[src/rtl/acq_trig_pkg.sv]
package acq_trig_pkg;
  typedef enum logic [1:0] {
    ST_IDLE   = 2'd0,
    ST_WAIT   = 2'd1,
    ST_ARMED  = 2'd2,
    ST_FIRED  = 2'd3
  } trig_state_e;
endpackage

[src/rtl/ext_edge_sync.sv]
module ext_edge_sync #(
  parameter int STAGES = 2
) (
  input  logic clk_i,
  input  logic rst_ni,
  input  logic async_i,
  output logic rise_o
);
  logic [STAGES-1:0] sync_q;
  logic              prev_q;

  always_ff @(posedge clk_i or negedge rst_ni) begin
    if (!rst_ni) begin
      sync_q <= '0;
      prev_q <= 1'b0;
    end else begin
      sync_q <= {sync_q[STAGES-2:0], async_i};
      prev_q <= sync_q[STAGES-1];
    end
  end

  assign rise_o = sync_q[STAGES-1] & ~prev_q;
endmodule

[src/rtl/level_cross.sv]
module level_cross #(
  parameter int DW = 14
) (
  input  logic                 clk_i,
  input  logic                 rst_ni,
  input  logic signed [DW-1:0] smp_i,
  input  logic                 vld_i,
  input  logic signed [DW-1:0] level_i,
  input  logic                 falling_i,
  output logic                 hit_o
);
  logic signed [DW-1:0] prev_q;
  logic                 prev_vld_q;
  logic                 above_now, above_prev;

  // previous sample is tracked always, so enabling loses no history
  always_ff @(posedge clk_i or negedge rst_ni) begin
    if (!rst_ni) begin
      prev_q     <= '0;
      prev_vld_q <= 1'b0;
    end else if (vld_i) begin
      prev_q     <= smp_i;
      prev_vld_q <= 1'b1;
    end
  end

  assign above_now  = smp_i  >= level_i;
  assign above_prev = prev_q >= level_i;
  assign hit_o = vld_i & prev_vld_q &
                 (falling_i ? (above_prev & ~above_now) : (~above_prev & above_now));
endmodule

[src/rtl/trig_ctrl.sv]
module trig_ctrl
  import acq_trig_pkg::*;
#(
  parameter int CW = 16
) (
  input  logic          clk_i,
  input  logic          rst_ni,
  input  logic          arm_i,
  input  logic          src_level_i,
  input  logic          multi_i,
  input  logic          busy_i,
  input  logic          win_done_i,
  input  logic          ext_rise_i,
  input  logic          lvl_hit_i,
  output logic          fire_o,
  output logic [1:0]    state_o,
  output logic [CW-1:0] cnt_o
);
  trig_state_e state_q, state_d;
  logic        fire_d, fire_q;
  logic [CW-1:0] cnt_q;

  always_comb begin
    fire_d  = 1'b0;
    state_d = state_q;
    if (arm_i) begin
      state_d = src_level_i ? ST_WAIT : ST_ARMED;
    end else begin
      unique case (state_q)
        ST_IDLE:  state_d = ST_IDLE;
        ST_WAIT:  if (ext_rise_i) state_d = ST_ARMED;
        ST_ARMED: begin
          fire_d = ~busy_i & (src_level_i ? lvl_hit_i : ext_rise_i);
          if (fire_d) state_d = ST_FIRED;
        end
        ST_FIRED: if (multi_i && win_done_i) state_d = ST_ARMED;
        default:  state_d = ST_IDLE;
      endcase
    end
  end

  always_ff @(posedge clk_i or negedge rst_ni) begin
    if (!rst_ni) begin
      state_q <= ST_IDLE;
      fire_q  <= 1'b0;
      cnt_q   <= '0;
    end else begin
      state_q <= state_d;
      fire_q  <= fire_d;
      if (fire_d) cnt_q <= cnt_q + CW'(1);
    end
  end

  assign fire_o  = fire_q;
  assign state_o = state_q;
  assign cnt_o   = cnt_q;
endmodule

[src/rtl/pulse_stretch.sv]
module pulse_stretch #(
  parameter int PULSE_W = 4
) (
  input  logic clk_i,
  input  logic rst_ni,
  input  logic start_i,
  output logic pulse_o
);
  localparam int TW = $clog2(PULSE_W + 1);
  logic [TW-1:0] left_q;

  always_ff @(posedge clk_i or negedge rst_ni) begin
    if (!rst_ni)            left_q <= '0;
    else if (start_i)       left_q <= TW'(PULSE_W - 1);
    else if (left_q != '0)  left_q <= left_q - TW'(1);
  end

  assign pulse_o = start_i | (left_q != '0);
endmodule

[src/rtl/acq_trigger_unit.sv]
module acq_trigger_unit #(
  parameter int DW      = 14,
  parameter int CW      = 16,
  parameter int SYNC_N  = 2,
  parameter int PULSE_W = 4
) (
  input  logic                 clk_i,
  input  logic                 rst_ni,
  input  logic signed [DW-1:0] smp_i,
  input  logic                 smp_vld_i,
  input  logic                 ext_trig_i,
  input  logic                 src_level_i,
  input  logic signed [DW-1:0] level_i,
  input  logic                 slope_fall_i,
  input  logic                 multi_i,
  input  logic                 arm_i,
  input  logic                 busy_i,
  input  logic                 win_done_i,
  output logic                 trig_o,
  output logic                 trig_out_o,
  output logic [1:0]           state_o,
  output logic [CW-1:0]        trig_cnt_o
);
  logic ext_rise, lvl_hit;

  ext_edge_sync #(.STAGES(SYNC_N)) u_sync (
    .clk_i, .rst_ni, .async_i(ext_trig_i), .rise_o(ext_rise)
  );

  level_cross #(.DW(DW)) u_lvl (
    .clk_i, .rst_ni, .smp_i, .vld_i(smp_vld_i), .level_i,
    .falling_i(slope_fall_i), .hit_o(lvl_hit)
  );

  trig_ctrl #(.CW(CW)) u_ctrl (
    .clk_i, .rst_ni, .arm_i, .src_level_i, .multi_i, .busy_i, .win_done_i,
    .ext_rise_i(ext_rise), .lvl_hit_i(lvl_hit),
    .fire_o(trig_o), .state_o, .cnt_o(trig_cnt_o)
  );

  pulse_stretch #(.PULSE_W(PULSE_W)) u_out (
    .clk_i, .rst_ni, .start_i(trig_o), .pulse_o(trig_out_o)
  );
endmodule

[config.mk]
export PLATFORM = sky130hd
export DESIGN_NAME = acq_trigger_unit
export DESIGN_NICKNAME = d
export VERILOG_FILES = /design/src/rtl/acq_trig_pkg.sv /design/src/rtl/ext_edge_sync.sv /design/src/rtl/level_cross.sv /design/src/rtl/trig_ctrl.sv /design/src/rtl/pulse_stretch.sv /design/src/rtl/acq_trigger_unit.sv
export SDC_FILE = /design/constraint.sdc
export NUM_CORES = 1
export LEC_CHECK = 0
export BUFFER_PORTS_ARGS = -buffer_cell sky130_fd_sc_hd__buf_2
export CAP_MARGIN = 5
export CORE_MARGIN = 4
export CORE_UTILIZATION = 53
export DETAILED_ROUTE_END_ITERATION = 12
export PLACE_DENSITY = 0.92
export SLEW_MARGIN = 20
export SYNTH_ARGS = -nofsm -noshare
export SYNTH_HDL_FRONTEND = slang
export SYNTH_SLANG_ARGS = --single-unit
export TNS_END_PERCENT = 50
[constraint.sdc]
create_clock -name clk_i -period 3.3 [get_ports clk_i]
set_clock_uncertainty 0.05 [all_clocks]
set_input_delay 0.495 -clock clk_i [delete_from_list [all_inputs] [get_ports clk_i]]
set_output_delay 0.495 -clock clk_i [all_outputs]
set_load 0.02 [all_outputs]
==> out/results.tsv, run 1 <==
metric	value	unit
nets	348	
antenna_cells	0	
cp.required	3.44	ns
grt_start_max_net_pins	41	
tns	0	ns
yosysWarningCount	0	
wl	4.90	mm
clock-root-buffer	clkbuf_8	
finalHoldViolCount	0	
num_rows	23	
initial_core_util	0.564	
cp-startpoint	u_lvl.prev_q[1]	
synth_top_area_share	0.431	
placed_cell_area	0.00265	mm²
yosysSeqAreaShare	0.431	
drc	0	
dp_hpwl	3.80	mm
worst_pin_slew	0.878	ns
vias	1829	
grt_pass1_wl	8.16	mm
antenna_found_initial	0	
cts_hold_buf	0	
path_clk_slew	0.08	ns
mostFrequentLayoutCells	57 x buf_2, 40 x dfrtp_1, 31 x ha_1	
critPathKind	flop to flop	
start_kind	flop	
reg2reg_from	u_lvl.prev_q[1]	
status	complete, no violations	
synth-edff-count	0	
synth_flop_cell	dfrtp_1	
slew_viol_final	0	
async_flop_share	1.00	
grt_pass1_vias	1836	
netlist_instances	218	
grt-ovfl-total	0	
core_area	0.00412	mm²
synth_area_per_cell	10.6	µm²
vdd_drop_max	0.273	mV
synth_area_leaders	dfrtp_1 43%, ha_1 17%, mux2_2 6.8%	
leakagePower	1.41	nW
worstPathArrival	2.73	ns
synth_nets	287	
finalCriticalPeriod	2.59	ns
ys_ff_latch	40	
layout-drive-gt1-share	0.300	
setup_viol_count_final	0	
portBuffers	57	
vias_per_cell	5.54	
drtPass1Iterations	4	
min_period_over_period	0.786	
relSlewSlack	0.415	
dp_slack	0.443	ns
post-cts-setup-buffers	0	
fp.dieH	74.2	µm
syn_area	0.00232	mm²
pin_count	58	
antenna_left	0	
mostFrequentLayoutCell	buf_2	
h-tree-depth	2	
post_cts_resized	0	
power_density	454	mW/mm²
path_max_fanout	16	
fin_area	0.00275	mm²
drv_cap	0	
worstHoldPathType	primary input to asynchronous set/reset pin	
nFillCells	333	
synth_cell_type_count	38	
yosysTopAreaCell	dfrtp_1	
cts_tree	built	
clockBufferDepth	2	
rsz0062_at_grt	no	
cp-end-kind	flop	
die_w	74.2	µm
place_congestion	0.881	
area_delta_synth_final	18.4	%
worst_slack	0.708	ns
clock_sinks	40	
wl_per_cell	14.8	µm
max_freq	386	MHz
drtIter0Drc	74	
fp.dieArea	0.00550	mm²
cts_made_buffers	5	
grt_usage	0.194	
clk_latency	0.30	ns
-- worst max-delay path: stages, from the launching register on --
cell       delay [ns]
dfrtp_1          0.38
ha_1             0.27
o211ai_1         0.15
a211oi_1         0.09
o41a_1           0.43
o2111ai_1        0.29
nand3_2          0.34
and4_1           0.34
xor2_1           0.14
-- sequential cells by signal (all words and copies together), names as in the netlist --
signal,cells
u_lvl.prev_vld_q,1
u_sync.sync_q,2
u_out.left_q,3
u_lvl.prev_q,14
u_ctrl.fire_o,1
u_ctrl.cnt_o,16
u_sync.prev_q,1
u_ctrl.state_o,2
-- synthesized netlist by cell type, types with 2 or more instances --
master,number
a21oi_1,9
and3_1,5
clkbuf_1,2
dfrtp_1,40
ha_1,31
inv_1,20
mux2_2,14
nand2_1,17
nand2b_1,3
nand3_1,8
nand3_2,2
nand4_1,6
nor2_1,11
nor3b_1,2
o211ai_1,2
o21ai_0,8
o32ai_1,2
or2_2,2
xnor2_1,14
xor2_1,2
-- layer usage --
metal / share of wire / GRT usage
met2: 0.50 / 0.329
met3: 0.054 / 0.0473
met1: 0.43 / 0.244
met5: 0 / 0
met4: 0.014 / 0.0644
-- worst paths after layout --
kind / slack [ns] / cells after the start / end
max: 0.71 / 8 / u_ctrl.cnt_o[3]
min: 0.26 / 1 / u_out.left_q[1]
max reg2reg: 0.71 / 8 / u_ctrl.cnt_o[3]
min reg2reg: 0.30 / 0 / u_sync.sync_q[1]
max in group asynchronous: 2.39 / 1 / u_lvl.prev_q[0]
min in group clk_i: 0.26 / 1 / u_sync.sync_q[0]
-- logic make-up (layout without fill, tap and decap cells) --
kind of cell / Yosys count / after routing / share of synthesized area
AOI/OAI and AO/OA: 32 / 32 / 0.0922
muxes: 15 / 15 / 0.0722
and+or+nand+nor: 61 / 61 / 0.136
xor gates and xnor gates: 16 / 16 / 0.0604
buffers and inverters: 23 / 85 / 0.0404
adders and majority gates: 31 / 31 / 0.167
DFF: 40 / 40 / 0.431
-- through the flow --
step                      total power, mW   util  hold WS, ns  cells
after floorplan                     0.800      -        0.149    218
final                                1.25  0.668        0.257    330
after global routing                 1.33  0.668        0.250    330
after CTS                            1.26  0.668        0.251    330
after detailed placement            0.910  0.644        0.288    322
after global placement              0.887  0.644        0.285    322
-- report_power, final --
group	switching [mW]	internal (mW)	leakage, nW	total (mW)
sequential	0.0404	0.544	0.496	0.584
combinational	0.172	0.143	0.874	0.315
clock	0.181	0.169	0.0434	0.350
total	0.393	0.856	1.41	1.25
-- area by class of cell --
cell class	count	area, µm²	area share
multi-input cells	155	1230	0.446
flip-flops and latches	40	1000	0.364
repair buffers	57	285	0.104
clock buffers	6	82.6	0.0301
inverters	20	75.1	0.0273
well taps	50	62.6	0.0228
clock inverters	2	15.0	0.00546
Power figures use the tool's default switching activity.
==> run 2: changes to the inputs <==
--- a/config.mk
+++ b/config.mk
@@ -5,10 +5,11 @@
 export SDC_FILE = /design/constraint.sdc
 export NUM_CORES = 1
 export LEC_CHECK = 0
+export ABC_AREA = 1
 export BUFFER_PORTS_ARGS = -buffer_cell sky130_fd_sc_hd__buf_2
 export CAP_MARGIN = 5
 export CORE_MARGIN = 4
-export CORE_UTILIZATION = 53
+export CORE_UTILIZATION = 55
 export DETAILED_ROUTE_END_ITERATION = 12
 export PLACE_DENSITY = 0.92
 export SLEW_MARGIN = 20
==> constraint.sdc (replaced) <==
create_clock -name clk_i -period 2.5 [get_ports clk_i]
set_clock_uncertainty 0.05 [all_clocks]
set_input_delay 0.375 -clock clk_i [delete_from_list [all_inputs] [get_ports clk_i]]
set_output_delay 0.375 -clock clk_i [all_outputs]
set_load 0.02 [all_outputs]
==> run 2 against run 1 <==
Count of clock-buffer cells in the layout stayed put. Largest power group unchanged. Non-clock buffer count up 3. Utilization up 0.53 points. Sequential power increased by 32%. Critical path type unchanged. Routed wire length rose by 31%. Synthesized area increased by 20%. Cell count is 52% higher.
==> out/results.tsv, run 2 <==
metric	value	unit	change
vdd_drop_max	0.406	mV	+49%
finalHoldViolCount	0		unchanged
synth_flop_cell	dfrtp_1		
dp_hpwl	4.79	mm	+26%
setup_viol_count_final	0		unchanged
min_period_over_period	0.933		+0.147
clock_sinks	40		unchanged
clk_latency	0.29	ns	about the same
portBuffers	57		unchanged
vias_per_cell	5.23		-5.6%
vias	2632		+44%
grt-ovfl-total	0		unchanged
path_max_fanout	16		unchanged
cts_made_buffers	5		unchanged
largest_reg_flops	16		unchanged
drc	0		unchanged
yosysTopAreaCell	dfrtp_1		
finalCriticalPeriod	2.33	ns	-0.260 ns
critPathMaxStageDelay	0.40	ns	-0.03 ns
place_congestion	0.886		+0.61%
power_density	525	mW/mm²	+16%
place_inst	495		+54%
whs	0.132	ns	-0.125 ns
antenna_found_initial	0		unchanged
fin_area	0.00324	mm²	+18%
status	complete, no violations		
cts_hold_buf	0		unchanged
yosysWarningCount	0		unchanged
worstPathArrival	2.52	ns	-0.21 ns
grt_start_max_net_pins	41		unchanged
synth_top_family_by_area	simple AND/OR/NAND/NOR gates		
worst_pin_slew	0.889	ns	+0.0109 ns
yosys.area_share.xor_xnor	0.0473		-0.0131
grt_usage	0.220		+0.0263
path_common_cell	nand2_1		
nets	505		+45%
cp.required	2.69	ns	-0.75 ns
pin_count	58		unchanged
grt_pass1_vias	2629		+43%
placed_cell_area	0.00314	mm²	+18%
path_clk_slew	0.08	ns	about the same
antenna_cells	0		unchanged
yosysSeqAreaShare	0.360		-0.0711
synth_compound_area_frac	0.0356		-0.0566
synth_commonest_cells	138 x nand2_1, 51 x inv_1, 40 x dfrtp_1		
syn_area	0.00278	mm²	+20%
clockBufferDepth	2		unchanged
instances_no_fill	503		+52%
slew_viol_final	0		unchanged
grt_pass1_wl	11.2	mm	+37%
leakagePower	1.87	nW	+32%
cts_tree	built		
async_flop_share	1.00		unchanged
num_rows	25		+8.7%
post_cts_resized	0		unchanged
antenna_left	0		unchanged
worstHoldPathType	primary input to flop		
synth_area_per_cell	7.43	µm²	-30%
fp.dieH	79.1	µm	+6.6%
critPathKind	flop to flop		
synth_top_area_share	0.360		-0.0711
cp-end-kind	flop		
netlist_instances	374		+72%
muxShareOfSynthArea	0		-0.0722
die_w	79.1	µm	+6.6%
synth_fa_ha_area_frac	0.140		-0.0275
mostFrequentLayoutCells	138 x nand2_1, 57 x buf_2, 51 x inv_1		
area_delta_synth_final	16.7	%	
drv_cap	0		unchanged
nFillCells	420		+26%
synth_area_leaders	dfrtp_1 36%, nand2_1 19%, ha_1 14%		
drtPass1Iterations	4		unchanged
synth-simple-area-share	0.328		+0.192
rsz0062_at_grt	yes		
max_freq	429	MHz	+11%
mostFrequentLayoutCell	nand2_1		
yosysMostFrequentCell	nand2_1		
synth_cell_type_count	27		-29%
crit_chain	ha_1, nand2_2, nor2_2, inv_2, nor2_4, nand2_2, nand2_1, nand2_1, nand3_1, nand2_1, nand2_1, nand3_2, nand2_4, buf_6, nand4_1, nand2_1		
layout-drive-gt1-share	0.188		-0.112
finalPower	1.70	mW	+36%
fp.dieArea	0.00625	mm²	+14%
synth-edff-count	0		unchanged
wl_per_cell	12.8	µm	-14%
drtIter0Drc	179		+140%
clock-root-buffer	clkbuf_8		
tns	0	ns	unchanged
wl	6.43	mm	+31%
h-tree-depth	2		unchanged
synth_nets	443		+54%
initial_core_util	0.577		+0.0129
start_kind	flop		
core_area	0.00482	mm²	+17%
crit_slowest_cell	dfrtp_1		
ys_ff_latch	40		unchanged
relSlewSlack	0.407		-0.00724
post-cts-setup-buffers	0		unchanged
==> run 2: changes by cell type after synthesis, sizes merged, moves of 6 or more <==
cell,before,now
nand2,17,141
nor2,11,17
nand3,10,19
xnor2,14,7
nand4,6,21
inv,20,56
mux2,14,0
xor2,2,8
nor3,1,7
==> run 2: worst max-delay path, delay by kind of cell (launching register included) <==
kind | cells | cell delay [ns]
and+or+nand+nor | 13 | 1.22
DFF | 1 | 0.40
adders and majority gates | 1 | 0.36
buffers and inverters | 2 | 0.24
==> run 2: path summary, 6_finish.rpt <==
kind / endpoint / startpoint / slack [ns] / cells past startpoint
worst max-delay path: u_ctrl.cnt_o[4] / u_lvl.prev_q[13] / 0.17 / 16
worst min-delay path: u_sync.sync_q[0] / ext_trig_i / 0.13 / 1
worst max register to register: u_ctrl.cnt_o[4] / u_lvl.prev_q[13] / 0.17 / 16
worst min register to register: u_sync.sync_q[1] / u_sync.sync_q[0] / 0.30 / 0
max in group asynchronous: u_lvl.prev_q[8] / rst_ni / 1.69 / 1
min in group asynchronous: u_lvl.prev_q[3] / rst_ni / 0.15 / 1
==> run 2: power breakdown <==
group	switching [mW]	total (mW)	internal, mW
Clock	0.219	0.409	0.190
Combinational	0.333	0.524	0.191
Sequential	0.0522	0.771	0.719
Total	0.604	1.70	1.10
==> run 2: routing by layer <==
layer  vias to the layer above  global-route usage  part of all wire
met4                         0               0.108             0.023
met3                        17              0.0363             0.056
met2                        91               0.372              0.49
li1                       1318                   -                 -
met1                      1206               0.273              0.43
met5                         -                   0                 0
==> run 2: cell type report <==
type                       count  area, µm²  area share
clock buffer                   6       72.6      0.0224
clock inverter                 1       5.00     0.00154
inverter                      57        214      0.0660
multi-input combinational    272       1550       0.479
sequential                    40       1000       0.309
tap                           67       83.8      0.0259
timing repair buffer          60        312      0.0961
==> run 2: logic make-up after synthesis <==
family | Yosys count
buf+inv | 63
flops | 40
xor+xnor | 15
fa+ha+maj | 31
compound gates | 18
simple gates | 207
==> run 2: per-stage QoR <==
stage                util  worst slack, ns
floorplan               -            0.351
global placement    0.651            0.161
detailed placement  0.651           0.0465
CTS                 0.667            0.203
global route        0.673          -0.0130
finish              0.673            0.168
==> run 3: changes to the inputs <==
--- a/config.mk
+++ b/config.mk
@@ -9,9 +9,10 @@
 export BUFFER_PORTS_ARGS = -buffer_cell sky130_fd_sc_hd__buf_2
 export CAP_MARGIN = 5
 export CORE_MARGIN = 4
-export CORE_UTILIZATION = 55
+export CORE_UTILIZATION = 50
+export CTS_BUF_LIST = sky130_fd_sc_hd__clkbuf_2 sky130_fd_sc_hd__clkbuf_4 sky130_fd_sc_hd__clkbuf_8
 export DETAILED_ROUTE_END_ITERATION = 12
-export PLACE_DENSITY = 0.92
+export PLACE_DENSITY = 0.86
 export SLEW_MARGIN = 20
 export SYNTH_ARGS = -nofsm -noshare
 export SYNTH_HDL_FRONTEND = slang
==> run 3 against run 2 <==
Sequential share of layout area decreased by 0.50 points. Setup slack improved by 0.081 ns. Cell count increased by 1.8%. Register-to-register slack improved by 0.08 ns. Hold slack got worse by 0.0017 ns. Fmax increased by 3.6%. Clock power increased by 8.3%. Flip-flop and latch count unchanged. Critical path type unchanged. Highest routed layer unchanged.
==> out/results.tsv, run 3 (synthesis results as in run 2) <==
metric	value	unit	change
status	complete, no violations		
cp-startpoint	u_lvl.prev_q[12]		
wl	6.35	mm	-1.2%
min_period_over_period	0.900		-0.0324
drtIter0Drc	142		-21%
drtPass1Iterations	4		unchanged
rr_endpoint	u_ctrl.cnt_o[10]		
cp-endpoint	u_ctrl.cnt_o[10]		
area_delta_synth_final	18.6	%	
mostFrequentLayoutCell	nand2_1		
grt_pass1_vias	2550		-3.0%
cp-end-kind	flop		
core_area	0.00524	mm²	+8.7%
critPathKind	flop to flop		
grt_pass1_wl	10.9	mm	-2.2%
crit_cells	16		unchanged
rr_worst_depth	16		unchanged
pin_count	58		unchanged
vias	2591		-1.6%
path_common_cell	nand2_1		
wl_per_cell	12.4	µm	-3.0%
antenna_left	0		unchanged
largest_reg_flops	16		unchanged
crit_slowest_cell	dfrtp_1		
mostFrequentLayoutCells	138 x nand2_1, 57 x buf_2, 51 x inv_1		
portBuffers	57		unchanged
nets	510		+0.99%
grt_usage	0.205		-0.0153
cp.required	2.69	ns	about the same
dp_hpwl	4.79	mm	+0.10%
initial_core_util	0.531		-0.0463
seq_area	0.00100	mm²	unchanged
worst_slack	0.249	ns	+0.0809 ns
finalPower	1.75	mW	+2.5%
crit_buf_inv	2		unchanged
clockBufferDepth	2		unchanged
multi_input_area	0.00156	mm²	+0.40%
drc	0		unchanged
finish.utilization	0.629		-0.0437
die_w	82.6	µm	+4.4%
start_kind	flop		
fp.dieH	82.6	µm	+4.4%
worstPathArrival	2.44	ns	-0.08 ns
worst_pin_slew	0.864	ns	-0.0244 ns
num_rows	26		+4.0%
clk_latency	0.30	ns	about the same
clock_sinks	40		unchanged
cts_made_buffers	5		unchanged
cts_hold_buf	0		unchanged
slew_viol_final	0		unchanged
crit_family	simple AND/OR/NAND/NOR gates		
reg2reg_from	u_lvl.prev_q[12]		
grt_start_max_net_pins	41		unchanged
path_max_fanout	10		-6
critPathMaxStageDelay	0.40	ns	about the same
clock-root-buffer	clkbuf_8		
relSlewSlack	0.424		+0.0163
tns	0	ns	unchanged
finalCriticalPeriod	2.25	ns	-0.0809 ns
layout-drive-gt1-share	0.199		+0.0110
antenna_found_initial	0		unchanged
drv_cap	0		unchanged
vias_per_cell	5.06		-3.3%
max_freq	444	MHz	+3.6%
rsz0062_at_grt	no		
grt-ovfl-total	0		unchanged
crit_chain	ha_1, nand2_2, nor2_2, inv_2, nor2_4, nand2_2, nand3_2, nand2_1, nor2_1, nand2_1, nand2_1, nand3_2, nand2_4, buf_4, nand4_1, nand2_1		
cts_tree	built		
worstHoldPathType	primary input to asynchronous set/reset pin		
path_clk_slew	0.08	ns	about the same
dp_slack	-0.00231	ns	-0.0488 ns
antenna_cells	0		unchanged
finalHoldViolCount	0		unchanged
leakagePower	1.90	nW	+1.6%
place_congestion	0.866		-2.2%
nFillCells	466		+11%
r2r_setup_slack	0.25	ns	+0.08 ns
fp.dieArea	0.00681	mm²	+9.0%
h-tree-depth	2		unchanged
power_density	530	mW/mm²	+0.83%
vdd_drop_max	0.456	mV	+12%
setup_viol_count_final	0		unchanged
## run 3: layout make-up
class,count,area share
tap,70,0.0266
timing repair buffer,65,0.105
inverter,57,0.0649
sequential,40,0.304
clock buffer,5,0.0209
multi-input combinational,272,0.473
clock inverter,3,0.00569
## run 3: worst min path at each step
stage	start	cells after the start	slack, ns	to
3_3_place_gp	u_sync.sync_q[0]	0	0.28	u_sync.sync_q[1]
5_1_grt	ext_trig_i	1	0.12	u_sync.sync_q[0]
4_1_cts	ext_trig_i	1	0.13	u_sync.sync_q[0]
2_1_floorplan	rst_ni	0	0.03	u_ctrl.cnt_o[0]
6_report	rst_ni	1	0.13	u_lvl.prev_q[13]
3_5_place_dp	u_sync.sync_q[0]	0	0.29	u_sync.sync_q[1]
## run 3: routing by layer
metal | GRT usage | part of all wire
met1 | 0.252 | 0.44
met2 | 0.357 | 0.48
met3 | 0.0434 | 0.055
met4 | 0.0686 | 0.025
met5 | 0 | 0
## run 3: power by group
group	switching, mW	total, mW	leakage [nW]	internal (mW)
Combinational	0.333	0.533	1.35	0.200
Clock	0.248	0.443	0.0479	0.195
Sequential	0.0508	0.769	0.508	0.719
## run 3: what timing repair did
action | 4_1_cts | 5_1_grt
setup endpoints to repair | 0 | 16
resized for setup | 0 | 2
setup buffers | 0 | 4
## run 3: through the flow
step | hold WS, ns | cell area (µm²) | cells
5_1_grt | 0.117 | 3300 | 512
3_5_place_dp | 0.288 | 3150 | 499
2_1_floorplan | 0.0294 | 2780 | 374
6_report | 0.130 | 3300 | 512
3_3_place_gp | 0.284 | 3150 | 499
4_1_cts | 0.128 | 3240 | 507
